`src/rtl/adc_irq_pkg.sv`:
```
// Package adc_irq_pkg
// Shared vector codes for the ADC interrupt vector unit.
// Assumes vector codes are even and that slots occupy codes above the faults.
package adc_irq_pkg;
    localparam int VEC_NONE      = 0;
    localparam int VEC_OVF       = 2;
    localparam int VEC_TOV       = 4;
    localparam int VEC_SLOT_BASE = 6;

    // Vector code assigned to result slot idx.
    function automatic int slot_code(input int idx);
        return VEC_SLOT_BASE + 2 * idx;
    endfunction
endpackage

```
`src/rtl/adc_slot_flags.sv`:
```
// Module adc_slot_flags
// Holds one pending flag per result slot. A write sets a flag and a read
// clears it; when both hit the same slot on one edge the set wins.
// Assumes NUM_SLOTS is a power of two so every wr_slot value names a slot.
module adc_slot_flags #(
    parameter int NUM_SLOTS = 16,
    parameter int SLOT_W    = $clog2(NUM_SLOTS)
) (
    input  logic                 clk,
    input  logic                 rst_n,
    input  logic                 wr_valid,
    input  logic [SLOT_W-1:0]    wr_slot,
    input  logic [NUM_SLOTS-1:0] rd_strobe,
    output logic [NUM_SLOTS-1:0] flags_q
);
    logic [NUM_SLOTS-1:0] set_vec;

    for (genvar i = 0; i < NUM_SLOTS; i++) begin : g_slot
        // Decode the write strobe for this slot.
        assign set_vec[i] = wr_valid && (wr_slot == SLOT_W'(i));

        // Pending flag register: set has priority over clear.
        always_ff @(posedge clk) begin
            if (!rst_n)              flags_q[i] <= 1'b0;
            else if (set_vec[i])     flags_q[i] <= 1'b1;
            else if (rd_strobe[i])   flags_q[i] <= 1'b0;
        end
    end
endmodule

```
`src/rtl/adc_fault_flags.sv`:
```
// Module adc_fault_flags
// Holds the data-overrun and timing-overrun flags. Both clear when the
// vector is read; a set event on the same edge overrides the clear.
// Assumes the overrun event is already qualified by the caller.
module adc_fault_flags (
    input  logic clk,
    input  logic rst_n,
    input  logic ovr_evt,
    input  logic tov_pulse,
    input  logic vec_rd,
    output logic ovf_q,
    output logic tov_q
);
    // Data-overrun flag register.
    always_ff @(posedge clk) begin
        if (!rst_n)        ovf_q <= 1'b0;
        else if (ovr_evt)  ovf_q <= 1'b1;
        else if (vec_rd)   ovf_q <= 1'b0;
    end

    // Timing-overrun flag register.
    always_ff @(posedge clk) begin
        if (!rst_n)          tov_q <= 1'b0;
        else if (tov_pulse)  tov_q <= 1'b1;
        else if (vec_rd)     tov_q <= 1'b0;
    end
endmodule

```
`src/rtl/adc_vec_encoder.sv`:
```
// Module adc_vec_encoder
// Pure combinational priority encoder: data overrun, then timing overrun,
// then the lowest-numbered enabled pending slot. Produces 0 when idle.
// Assumes VEC_W holds the largest slot code.
module adc_vec_encoder
    import adc_irq_pkg::*;
#(
    parameter int NUM_SLOTS = 16,
    parameter int VEC_W     = 6
) (
    input  logic [NUM_SLOTS-1:0] slot_pend,
    input  logic                 ovf_act,
    input  logic                 tov_act,
    output logic [VEC_W-1:0]     vec
);
    // Scan slots high to low so the lowest index is written last and wins.
    always_comb begin
        vec = VEC_W'(VEC_NONE);
        for (int i = NUM_SLOTS - 1; i >= 0; i--) begin
            if (slot_pend[i]) vec = VEC_W'(slot_code(i));
        end
        if (tov_act) vec = VEC_W'(VEC_TOV);
        if (ovf_act) vec = VEC_W'(VEC_OVF);
    end
endmodule

```
`src/rtl/adc_irq_vector.sv`:
```
// Module adc_irq_vector
// Top of the ADC interrupt vector unit. It detects data overrun, holds the
// slot and fault flags, and encodes the enabled, pending sources into one
// even vector with an interrupt request.
// Assumes single-cycle strobes from a simplified bus decode.
module adc_irq_vector #(
    parameter int NUM_SLOTS = 16,
    localparam int SLOT_W   = $clog2(NUM_SLOTS),
    localparam int VEC_W    = $clog2(adc_irq_pkg::VEC_SLOT_BASE + 2 * NUM_SLOTS)
) (
    input  logic                 clk,
    input  logic                 rst_n,
    input  logic                 wr_valid,
    input  logic [SLOT_W-1:0]    wr_slot,
    input  logic [NUM_SLOTS-1:0] rd_strobe,
    input  logic                 tov_pulse,
    input  logic                 vec_rd,
    input  logic [NUM_SLOTS-1:0] slot_en,
    input  logic                 ov_en,
    input  logic                 tov_en,
    output logic [NUM_SLOTS-1:0] slot_flags,
    output logic                 ovf_flag,
    output logic                 tov_flag,
    output logic [VEC_W-1:0]     vector,
    output logic                 irq
);
    logic ovr_evt;

    // Overrun: the target slot still holds an unread result and is not read now.
    assign ovr_evt = wr_valid && slot_flags[wr_slot] && !rd_strobe[wr_slot];

    adc_slot_flags #(
        .NUM_SLOTS (NUM_SLOTS),
        .SLOT_W    (SLOT_W)
    ) u_slots (
        .clk       (clk),
        .rst_n     (rst_n),
        .wr_valid  (wr_valid),
        .wr_slot   (wr_slot),
        .rd_strobe (rd_strobe),
        .flags_q   (slot_flags)
    );

    adc_fault_flags u_faults (
        .clk       (clk),
        .rst_n     (rst_n),
        .ovr_evt   (ovr_evt),
        .tov_pulse (tov_pulse),
        .vec_rd    (vec_rd),
        .ovf_q     (ovf_flag),
        .tov_q     (tov_flag)
    );

    adc_vec_encoder #(
        .NUM_SLOTS (NUM_SLOTS),
        .VEC_W     (VEC_W)
    ) u_enc (
        .slot_pend (slot_flags & slot_en),
        .ovf_act   (ovf_flag && ov_en),
        .tov_act   (tov_flag && tov_en),
        .vec       (vector)
    );

    // Request whenever any vector code is presented.
    assign irq = (vector != '0);
endmodule

```
`config.mk`:
```
export PLATFORM = sky130hd
export DESIGN_NAME = adc_irq_vector
export DESIGN_NICKNAME = d
export VERILOG_FILES = /design/src/rtl/adc_irq_pkg.sv /design/src/rtl/adc_slot_flags.sv /design/src/rtl/adc_fault_flags.sv /design/src/rtl/adc_vec_encoder.sv /design/src/rtl/adc_irq_vector.sv
export SDC_FILE = /design/constraint.sdc
export NUM_CORES = 1
export LEC_CHECK = 0
export BUFFER_PORTS_ARGS = -buffer_cell sky130_fd_sc_hd__buf_4
export CAP_MARGIN = 20
export CORE_MARGIN = 5
export CORE_UTILIZATION = 49
export CTS_BUF_LIST = sky130_fd_sc_hd__clkbuf_8
export CTS_CLUSTER_DIAMETER = 60
export DETAILED_ROUTE_END_ITERATION = 8
export PLACE_DENSITY_LB_ADDON = 0.3
export REMOVE_ABC_BUFFERS = 1
export SLEW_MARGIN = 20
export SYNTH_ARGS = -nofsm -noshare
export SYNTH_HDL_FRONTEND = slang
export SYNTH_HIERARCHICAL = 1
export SYNTH_SLANG_ARGS = --single-unit
export TNS_END_PERCENT = 1
```
`constraint.sdc`:
```
create_clock -name clk -period 4.5 [get_ports clk]
set_input_delay 0.225 -clock clk [delete_from_list [all_inputs] [get_ports clk]]
set_output_delay 0.225 -clock clk [all_outputs]
set_load 0.02 [all_outputs]
```
Yosys cells after proc, flatten, opt, wreduce, memory -nomap -nowiden
Cells that the tools add are included. W data, S select, Z words.

Bits in registers: 18. Input port bits: 43. Logic and storage cells: 133.

Order comparisons: 1. Equal/unequal tests: 15. Multiplexer cells: 57. Bitwise logic cells: 1. Reductions and logical operators: 41.

Operators with widths (count): $mux W6 (18); $mux W1 (37); $reduce_bool A2 Y1 (18); $eq A4 B4 Y1 const B (8); $logic_and A1 B1 Y1 (20); $and A16 B16 Y16 (1); $eq A4 B3 Y1 const B (4); $bmux W1 S4 (2); $eq A4 B2 Y1 const B (2); $reduce_bool A6 Y1 (1); $lt A4 B5 Y1 const B (1); $eq A4 B1 Y1 const B (1); $logic_not A4 Y1 (1); $logic_not A1 Y1 (1).

Logic depth before layout (Yosys ltp)
Gate-level depths: netlist of run 1.

Depth in word-level cells: 20. Mapped depth: 8. Mapped depth without buffers: 7.

By module
The synthesis of run 1 kept the hierarchy.

By module, submodules not included: adc_slot_flags (instances 1, cells each 61, area an instance 610.6 µm²); adc_irq_vector (instances 1, cells each 59, area an instance 369.1 µm²); adc_vec_encoder (instances 1, cells each 35, area an instance 203.9 µm²); adc_fault_flags (instances 1, cells each 6, area an instance 67.6 µm²).

Worst setup path after synthesis of run 1
OpenSTA, ideal clock, no wires.

Path type: register to output. Start point: reg u_slots.flags_q[10]. End point: out irq. Arrival time: 2.322 ns. Required time: 4.275 ns. Path slack: 1.953 ns. Stages on the path, launching flop included: 7. Buffers on the path: 0. Cells stage by stage: dfxtp_1 > and2_1 > nor2b_1 > o41a_2 > o41ai_1 > nor2_1 > nand2_1.

Longest elaborated chain between the ends: 15.

Ends and longest elaborated chain: from (decl) (line adc_slot_flags.sv:14) `output logic [NUM_SLOTS-1:0] flags_q`; from (signal, indexed assignment) (line adc_slot_flags.sv:24) `if (!rst_n) flags_q[i] <= 1'b0;`; from (signal, indexed assignment) (line adc_slot_flags.sv:25) `else if (set_vec[i]) flags_q[i] <= 1'b1;`; from (signal, indexed assignment) (line adc_slot_flags.sv:26) `else if (rd_strobe[i]) flags_q[i] <= 1'b0;`; $and A16 B16 Y16 (line adc_irq_vector.sv:58) `.slot_pend (slot_flags & slot_en),`; $mux W6 (11 in a row) (line adc_vec_encoder.sv:20) `if (slot_pend[i]) vec = VEC_W'(slot_code(i));`; $mux W6 (line adc_vec_encoder.sv:22) `if (tov_act) vec = VEC_W'(VEC_TOV);`; $mux W6 (line adc_vec_encoder.sv:23) `if (ovf_act) vec = VEC_W'(VEC_OVF);`; net vector[1] (line adc_irq_vector.sv:24) `output logic [VEC_W-1:0] vector,`; $reduce_bool A6 Y1 (line adc_irq_vector.sv:65) `assign irq = (vector != '0);`; to (decl) (line adc_irq_vector.sv:25) `output logic irq`.

The timed path passes the listed nets, and every way through them passes these cells.

Worst setup path in the final report of run 1
Start point: reg u_slots.flags_q[8]. End point: out irq.

Longest elaborated chain between the ends: 13.

Ends and longest elaborated chain (line): $and A16 B16 Y16 (adc_irq_vector.sv:58); $mux W6 (9 in a row) (adc_vec_encoder.sv:20); $mux W6 (adc_vec_encoder.sv:22); $mux W6 (adc_vec_encoder.sv:23); $reduce_bool A6 Y1 (adc_irq_vector.sv:65).

No other way between the ends.

==> results of run 1 <==
cell usage after synthesis (all sizes together), types with 5 or more instances:
cell type / count / share of area [%]
nand3b: 22 / 13
and2: 18 / 9.0
dfxtp: 18 / 29
o21ai: 17 / 6.8
nand2: 13 / 3.9
nor2: 11 / 3.3
a21oi: 6 / 2.4
inv: 6 / 1.8
buf: 5 / 3.2
nor3: 5 / 2.0
nor4: 5 / 2.5
worst reg2reg max path: stages, from the launching register on:
cell and delay (ns):
dfxtp_1 0.36, inv_1 0.06, o32ai_2 0.29, a2bb2oi_1 0.23, nand4b_1 0.12, a21boi_1 0.22, o21a_1 0.16
report_power, final:
group	total [mW]	switching [mW]	internal [mW]	leakage (nW)
clock	0.134	0.0562	0.0778	0.0288
sequential	0.165	0.00301	0.162	0.146
combinational	0.0952	0.0462	0.0490	0.582
total	0.395	0.105	0.289	0.757
worst paths after layout:
path	to	startpoint	depth (start not counted)	slack [ns]
max	irq	u_slots/flags_q[8]$_SDFFE_PN0P_	8	2.00
min	u_faults/tov_q$_SDFFE_PN0P_	tov_pulse	2	0.18
min reg2reg	u_slots/flags_q[2]$_SDFFE_PN0P_	u_slots/flags_q[2]$_SDFFE_PN0P_	2	0.53
max reg2reg	u_faults/ovf_q$_SDFFE_PN0P_	u_slots/flags_q[2]$_SDFFE_PN0P_	6	3.00
through the flow:
stage               cell area, µm²  hold slack, ns  utilization (%)  total power [mW]  setup slack [ns]
finish                        1799          0.1764            73.29            0.3946             2.001
global route                  1799          0.1710            73.29            0.4110             1.873
CTS                           1799          0.1732            73.29            0.3966             2.028
detailed placement            1744          0.4413            71.05            0.2629             2.337
global placement              1744          0.4362            71.05            0.2601             2.460
floorplan                     1211          0.3285                -            0.2071             1.953
state kept, by name, summed over array words and instances, names as in the netlist:
signal           flops
u_slots/flags_q     16
u_faults/ovf_q       1
u_faults/tov_q       1
metal layers:
metal,GRT usage [%],up-vias,part of all wire (%)
met5,0,-,0
met4,10.53,0,2.7
met2,43.06,83,51
met1,27.71,686,38
met3,3.617,16,8.1
li1,-,718,-
logic make-up (layout without fill, tap and decap cells):
kind of cell | Yosys count | in the layout
DFF | 18 | 18
and+or+nand+nor | 90 | 90
AOI/OAI and AO/OA | 41 | 41
other | 1 | 1
buffers and inverters | 11 | 76
cell usage in the layout (no fill, tap or decap), types with 2 or more instances in the layout:
cell       n
a211oi_1   3
a21oi_1    6
and2_1    18
buf_4     66
clkbuf_8   4
dfxtp_1   18
inv_1      5
nand2_1   13
nand2b_1   3
nand3_1    2
nand3b_1  22
nor2_1    11
nor2b_1    4
nor3_1     5
nor4_1     5
o211ai_1   2
o21a_1     2
o21ai_0    2
o21ai_1   15
o32ai_2    2
or4_1      2
layout make-up:
cell class | instances | area [µm²]
fillers | 202 | 655.6
repair buffers | 66 | 495.5
inverters | 6 | 22.52
well taps | 30 | 37.54
flip-flops and latches | 18 | 360.3
multi-input cells | 132 | 828.3
clock buffers | 4 | 55.05
==> flow_summary.yaml, run 1 <==
floorplanning:
  die-area_um2: 3664
  die_w_um: 60.53
  io_pins: 68
  start_util_pct: 50.97
  fp.coreArea_um2: 2455
  die_h_um: 60.53
  placementRows: 18
clock_network:
  clock-sinks: 18
  cts_buffers: 3
  cts.clk_slew.worst_paths_ns: 0.07
  clock_path_buffers: 2
  postCtsSetupBuffers: 0
  htreeDepth: 1
  cts_hold_buf: 0
  cts_tree: "done"
  insertion_delay_ns: 0.25
  post_cts_resized: 0
  root_buffer: "clkbuf_8"
sta:
  min_period_ns: 2.499
  fin_worst_skew_ns: 0.001238
  slew_viol_final: 0
  hold_violations: 0
  finalSetupTns_ns: 0
  rsz0062_at_grt: "false"
  setup_viol: 0
  period_share_pct: 55.53
  max_freq_ghz: 0.4002
final_layout:
  stdcell_count: 256
  diodes: 0
  layout-drive-gt1-share_pct: 33.63
  nNetsFinal: 270
  area_growth_pct: 43.80
synthesis:
  synth-xor-area-share_pct: 0
  muxShareOfSynthArea_pct: 0
  ys_seq_elements: 18
  synth_compound_gate_area_share_pct: 23.10
  synthSimpleGateAreaFrac_pct: 42.80
  avgSynthCellArea_um2: 7.771
  yosys.cell_types.count: 38
  seq_area_frac_synth_pct: 28.80
  yosys_warnings: 6
  synth_area_um2: 1251
  syn_inst: 161
  synth_flop_cell: "dfxtp_1"
  synth_top_family_by_area: "simple AND/OR/NAND/NOR gates"
  ys_async_sr_fraction_pct: 0
  synth_fa_ha_area_share_pct: 0
  synth_edf_count: 0
worst_setup_path:
  cp_top_family: "simple AND/OR/NAND/NOR gates"
  worst_path_most_repeated_cell: "or4_1"
  worst_setup_path_end_kind: "primary output"
  start_kind: "flop"
  crit_buf_inv: 1
  critical_path_class: "reg -> out"
  path_max_fanout: 4
  crit_chain: "and2_1, or4_1, a21oi_1, or4_1, a211oi_2, nor4_1, nand2_1, buf_4"
  slowest_delay_ns: 0.53
  critPathArrivalTime_ns: 2.27
  required_ns: 4.28
  crit_slowest_cell: "or4_1"
global_routing:
  antenna_found_initial: 0
  grt_pass1_vias: 1508
  grt_max_degree: 25
  grt_remaining_overflow: 0
  grt_pass1_wl_um: 6617
  grtUsageTotal_pct: 23.83
power_and_ir_drop:
  power.density_nw_per_um2: 219.3
  p_leak_nw: 0.7568
  peakVddDrop_v: 0.0001672
detailed_routing:
  drt_iter0_drc: 63
  vias_per_cell: 5.871
  first_pass_iters: 4
  postRouteAntennaNets: 0
  wl_um: 4194
  drc: 0
  detail_route.wl_per_cell_um: 16.38
  vias: 1503
place:
  hpwl_um: 3304
  gp_congestion: 0.8961
  place_inst: 252
  port_buffers: 66
min_path:
  hold_path_class: "in -> reg"
job:
  max_cap_viol_count: 0
outcome:
  status: "finished, final reports clean"
(Power assumes the default switching activity.)
==> run 2, diff against run 1 <==
ABC_AREA = 1   (was not set)
CORE_ASPECT_RATIO = 0.5   (was not set)
CORE_UTILIZATION = 48   (was 49)
clock period = 2.6 ns   (was 4.5 ns; I/O delays follow)
==> run 2 against run 1 <==
Clock skew about the same; die area grew 18%; largest cell class unchanged; clock-buffer cell count is the same; synthesized cell count grew 75%; register-to-register slack got worse by 1.7 ns; total power increased by 81%; final area grew 13%; critical endpoint unchanged; sequential share of layout area fell by 2.3 points; setup slack got worse by 1.4 ns; highest routed layer unchanged; hold slack worse by 0.075 ns; wire length increased by 3.4%.
==> flow_summary.yaml, run 2 <==
outcome:
  status: "finished, final reports clean"
global_routing:
  grt_max_degree: 17
  grt_remaining_overflow: 0
  antenna_found_initial: 0
  grtUsageTotal_pct: 20.43
  grt_pass1_vias: 1600
  grt_pass1_wl_um: 6975
worst_setup_path:
  path_max_fanout: 4
  worst_setup_path_end_kind: "primary output"
  critical_path_class: "reg -> out"
  crit_start: "u_slots/flags_q[13]$_SDFFE_PN0P_"
  regToRegSetupSlack_ns: 1.31
  start_kind: "flop"
  reg2reg_from: "u_slots/flags_q[7]$_SDFFE_PN0P_"
  r2r_end: "u_faults/ovf_q$_SDFFE_PN0P_"
  required_ns: 2.47
  ff2ff_path_depth: 10
  critPathArrivalTime_ns: 1.91
  endpoint: "irq"
final_layout:
  area_growth_pct: 38.99
  final_common_cell: "nand2_1"
  top_register: "u_slots/flags_q"
  layout_common_cells: "93 x nand2_1, 76 x inv_1, 66 x buf_4, 34 x nor2_1, 22 x nand3_1"
  diodes: 0
  n_fill_cell: 312
  layout-drive-gt1-share_pct: 22.70
  largest_reg_flops: 16
  top_regs: "u_slots/flags_q (16), u_faults/ovf_q (1), u_faults/tov_q (1)"
  nNetsFinal: 392
clock_network:
  post_cts_resized: 0
  clock-sinks: 18
  cts_hold_buf: 0
  insertion_delay_ns: 0.26
  clock_path_buffers: 2
  cts_buffers: 3
  cts_tree: "done"
  cts.clk_slew.worst_paths_ns: 0.07
  root_buffer: "clkbuf_8"
  htreeDepth: 1
  postCtsSetupBuffers: 0
synthesis:
  ys_async_sr_fraction_pct: 0
  synth_commonest_cells: "93 x nand2_1, 76 x inv_1, 34 x nor2_1"
  synth_area_leaders: "dfxtp_1 25%, nand2_1 24%, inv_1 20%"
  synth_flop_cell: "dfxtp_1"
  yosysTopAreaCellShare_pct: 24.68
  synth_area_um2: 1460
  synth_most_common_cell: "nand2_1"
  yosys.area.top_type: "dfxtp_1"
  seq_area_frac_synth_pct: 24.68
  syn_inst: 282
  ys_seq_elements: 18
  yosys_warnings: 6
  synth_edf_count: 0
  avgSynthCellArea_um2: 5.178
  yosys.cell_types.count: 20
place:
  gp_congestion: 0.9101
  port_buffers: 66
  hpwl_um: 3493
power_and_ir_drop:
  p_leak_nw: 1.233
  peakVddDrop_v: 0.0002436
  power.density_nw_per_um2: 351.2
floorplanning:
  io_pins: 68
  die-area_um2: 4312
  die_w_um: 88
  fp.coreArea_um2: 2960
  die_h_um: 49
  start_util_pct: 49.32
  placementRows: 14
sta:
  fin_worst_skew_ns: 0.001114
  hold_slack_ns: 0.1010
  finalSetupTns_ns: 0
  period_share_pct: 78.55
  max_freq_ghz: 0.4897
  hold_violations: 0
  setup_viol: 0
  worst_pin_slew_ns: 0.5698
  slew_viol_final: 0
  maxSlewHeadroom_pct: 61.97
  min_period_ns: 2.042
  rsz0062_at_grt: "false"
detailed_routing:
  first_pass_iters: 4
  vias: 1780
  wl_um: 4336
  detail_route.wl_per_cell_um: 11.18
  drc: 0
  postRouteAntennaNets: 0
  vias_per_cell: 4.588
  drt_iter0_drc: 100
job:
  max_cap_viol_count: 0
min_path:
  hold_path_class: "in -> reg"
-- run 2: final cells by class --
cell class | instances | area [µm²] | area share, %
multi-input cells | 179 | 757.0 | 37.30
inverters | 81 | 311.5 | 15.35
well taps | 40 | 50.05 | 2.466
flip-flops and latches | 18 | 360.3 | 17.76
clock buffers | 4 | 55.05 | 2.713
repair buffers | 66 | 495.5 | 24.41
-- run 2: critical path, cell delays in order, from the launching register on --
cell and delay [ns]:
dfxtp_1 0.37, nand2_1 0.06, inv_1 0.08, inv_1 0.05
nand2_1 0.05, nand2_1 0.04, nand2_1 0.05, nand2_1 0.04
nand2_1 0.05, nand2_1 0.04, nand2_1 0.05, nand2_1 0.05
nand2_1 0.06, nand2_1 0.05, nand2_1 0.05, nand2_1 0.05
nand2_1 0.05, nand2_1 0.04, nand2_1 0.05, nand2_1 0.06
nor2_1 0.10, nand2_1 0.06, buf_4 0.16
-- run 2: cell families after synthesis --
| group | count (synthesis) | synth area share, % |
|---|---|---|
| AO/OA/AOI/OAI | 24 | 8.912 |
| AND/OR/NAND/NOR | 154 | 42.67 |
| buffers and inverters | 85 | 23.48 |
| flip-flops | 18 | 24.68 |
| other | 1 | 0.2568 |
-- run 2: metal layers --
layer | wire, µm | global-route usage [%] | up-vias
met5 | 0 | 0 | -
met3 | 423 | 5.059 | 4
met1 | 1903 | 26.91 | 761
met4 | 23 | 4.592 | 0
li1 | - | - | 944
met2 | 1987 | 33.50 | 71
-- run 2: worst min-delay path by stage --
| stage | startpoint | to | cells after the start |
|---|---|---|---|
| after detailed placement | tov_pulse | u_faults/tov_q$_SDFFE_PN0P_ | 3 |
| after global placement | tov_pulse | u_faults/tov_q$_SDFFE_PN0P_ | 3 |
| after global routing | tov_pulse | u_faults/tov_q$_SDFFE_PN0P_ | 3 |
| after floorplan | tov_pulse | u_faults/tov_q$_SDFFE_PN0P_ | 2 |
| final | tov_pulse | u_faults/tov_q$_SDFFE_PN0P_ | 3 |
| after CTS | tov_pulse | u_faults/tov_q$_SDFFE_PN0P_ | 3 |
-- run 2: metrics by stage --
step	total power, mW	setup WS (ns)	util [%]	cell area (µm²)	instances
after global placement	0.4706	0.9228	66.69	1974	384
after global routing	0.7522	0.2474	68.55	2029	388
after CTS	0.7202	0.5355	68.55	2029	388
after detailed placement	0.4744	0.8369	66.69	1974	384
final	0.7127	0.5577	68.55	2029	388
after floorplan	0.3776	0.7825	-	1429	278
-- run 2: power breakdown --
group	internal [mW]	switching, mW	leakage [nW]	total (mW)
clock network	0.135	0.108	0.0288	0.243
logic	0.0845	0.0988	1.06	0.183
registers	0.281	0.00519	0.146	0.286
==> run 3, diff against run 2 <==
clock period = 1.92 ns   (was 2.6 ns; I/O delays follow)
==> run 3 against run 2 <==
Total power up 36%; sequential share of layout area down 0.12 points; wire length up 2.0%; final area up 1.7%; critical path depth down 1; via count up 2.5%; non-clock buffer count up 2; register-to-register slack worse by 0.66 ns; die area unchanged; critical endpoint unchanged; largest cell class unchanged; largest power group unchanged.
==> flow_summary.yaml, run 3 (synthesized netlist as in run 2, its figures left out) <==
outcome:
  status: "finished, final reports clean"
clock_network:
  cts_hold_buf: 0
  root_buffer: "clkbuf_8"
  cts.clk_slew.worst_paths_ns: 0.07
  clock_path_buffers: 2
  clock-sinks: 18
  insertion_delay_ns: 0.26
  htreeDepth: 1
  cts_buffers: 3
  cts_tree: "done"
sta:
  rsz0062_at_grt: "true"
  maxSlewHeadroom_pct: 60.40
  setup_viol: 0
  finalSetupTns_ns: 0
  period_share_pct: 99.94
  hold_slack_ns: 0.07199
  worst_pin_slew_ns: 0.5933
  slew_viol_final: 0
  max_freq_ghz: 0.5211
  setup_ws_ns: 0.001131
  min_period_ns: 1.919
  fin_worst_skew_ns: 0.002367
  hold_violations: 0
final_layout:
  layout_common_cells: "92 x nand2_1, 75 x inv_1, 66 x buf_4, 34 x nor2_1, 22 x nand3_1"
  stdcell_count: 390
  final_util_pct: 69.74
  top_register: "u_slots/flags_q"
  top_regs: "u_slots/flags_q (16), u_faults/ovf_q (1), u_faults/tov_q (1)"
  layout-drive-gt1-share_pct: 24.86
  fin_area_um2: 2064
  n_fill_cell: 301
  nNetsFinal: 394
  largest_reg_flops: 16
  area_growth_pct: 41.39
  diodes: 0
  final_common_cell: "nand2_1"
power_and_ir_drop:
  seqPwrFrac_pct: 39.9
  intPower_uw: 683.9
  peakVddDrop_v: 0.0003092
  power.density_nw_per_um2: 470.7
  totalPowerFinal_uw: 971.7
  p_comb_share_pct: 26.5
  p_leak_nw: 1.247
  p_switching_uw: 287.8
  clkPwrFrac_pct: 33.6
  switching_share_pct: 29.62
worst_setup_path:
  worst_path_most_repeated_cell: "nand2_1"
  slowest_delay_ns: 0.35
  critPathArrivalTime_ns: 1.82
  worst_setup_path_end_kind: "primary output"
  critical_path_class: "reg -> out"
  crit_slowest_cell: "dfxtp_2"
  required_ns: 1.82
  start_kind: "flop"
  path_max_fanout: 4
  crit_chain: "nand2_1, inv_1, nand2_1, nand2_1, nand2_1, nand2_1, nand2_1, nand2_1, nand2_1, nand2_1, nand2_1, nand2_1, nand2_1, nand2_1, nand2_1, nand2_1, nand2_1, nand2_1, nor2_1, nand2_1, buf_6"
floorplanning:
  die-area_um2: 4312
  placementRows: 14
  die_w_um: 88
  start_util_pct: 49.32
  fp.coreArea_um2: 2960
  io_pins: 68
  die_h_um: 49
detailed_routing:
  drt_iter0_drc: 169
  vias: 1824
  wl_um: 4424
  first_pass_iters: 4
  drc: 0
  detail_route.wl_per_cell_um: 11.34
  vias_per_cell: 4.677
  postRouteAntennaNets: 0
place:
  port_buffers: 66
  gp_congestion: 0.9084
  hpwl_um: 3481
  placed_cell_area_um2: 1974
  dp_slack_ns: 0.1893
  place_inst: 384
job:
  max_cap_viol_count: 0
min_path:
  hold_path_class: "in -> reg"
global_routing:
  grtUsageMet3_pct: 5.059
  grt_use_met1_pct: 27.31
  grt_pass1_vias: 1583
  grt_max_degree: 17
  grt_remaining_overflow: 0
  grtUsageTotal_pct: 20.40
  met2_usage_pct: 33.63
  antenna_found_initial: 0
  grt-busiest-layer: "met2"
  grt_pass1_wl_um: 7003
-- run 3: repair_timing --
item,CTS,global route
endpoints found under the hold margin,0,0
gates resized for setup,6,2
buffers inserted,1,1
endpoints found under the setup margin,1,2
pin swaps,1,2
gates cloned,0,0
-- run 3: layout make-up --
cell class / instances / area, µm² / share of cell area (%)
clock buffer: 4 / 55.05 / 2.667
inverter: 81 / 311.5 / 15.09
multi-input combinational: 179 / 765.7 / 37.09
sequential: 18 / 364.1 / 17.64
tap: 40 / 50.05 / 2.424
timing repair buffer: 68 / 518.0 / 25.09
-- run 3: critical path: cells and delay by family, from the launching register on --
kind                   cells  cell delay, ns
and+or+nand+nor           19            1.01
DFF                        1            0.35
buffers and inverters      2            0.19
-- run 3: power by group through the flow --
| stage | sequential, mW | clock, mW | combinational (mW) |
|---|---|---|---|
| 6_report | 0.388 | 0.326 | 0.258 |
| 2_1_floorplan | 0.405 | 0 | 0.106 |
| 4_1_cts | 0.388 | 0.333 | 0.251 |
| 5_1_grt | 0.389 | 0.344 | 0.283 |
| 3_5_place_dp | 0.397 | 0 | 0.246 |
| 3_3_place_gp | 0.396 | 0 | 0.241 |
-- run 3: path summary, 6_finish.rpt --
check	start	end	slack [ns]	depth (start not counted)
max reg2reg	u_slots/flags_q[3]$_SDFFE_PN0P_	u_faults/ovf_q$_SDFFE_PN0P_	0.65	10
min	tov_pulse	u_faults/tov_q$_SDFFE_PN0P_	0.07	3
max	u_slots/flags_q[14]$_SDFFE_PN0P_	irq	0.001	21
min reg2reg	u_faults/ovf_q$_SDFFE_PN0P_	u_faults/ovf_q$_SDFFE_PN0P_	0.49	2
-- run 3: per-layer routing --
metal / routed length [µm] / up-vias
met3: 475 / 0
li1: - / 950
met5: 0 / -
met4: 0 / 0
met2: 2083 / 80
met1: 1865 / 794
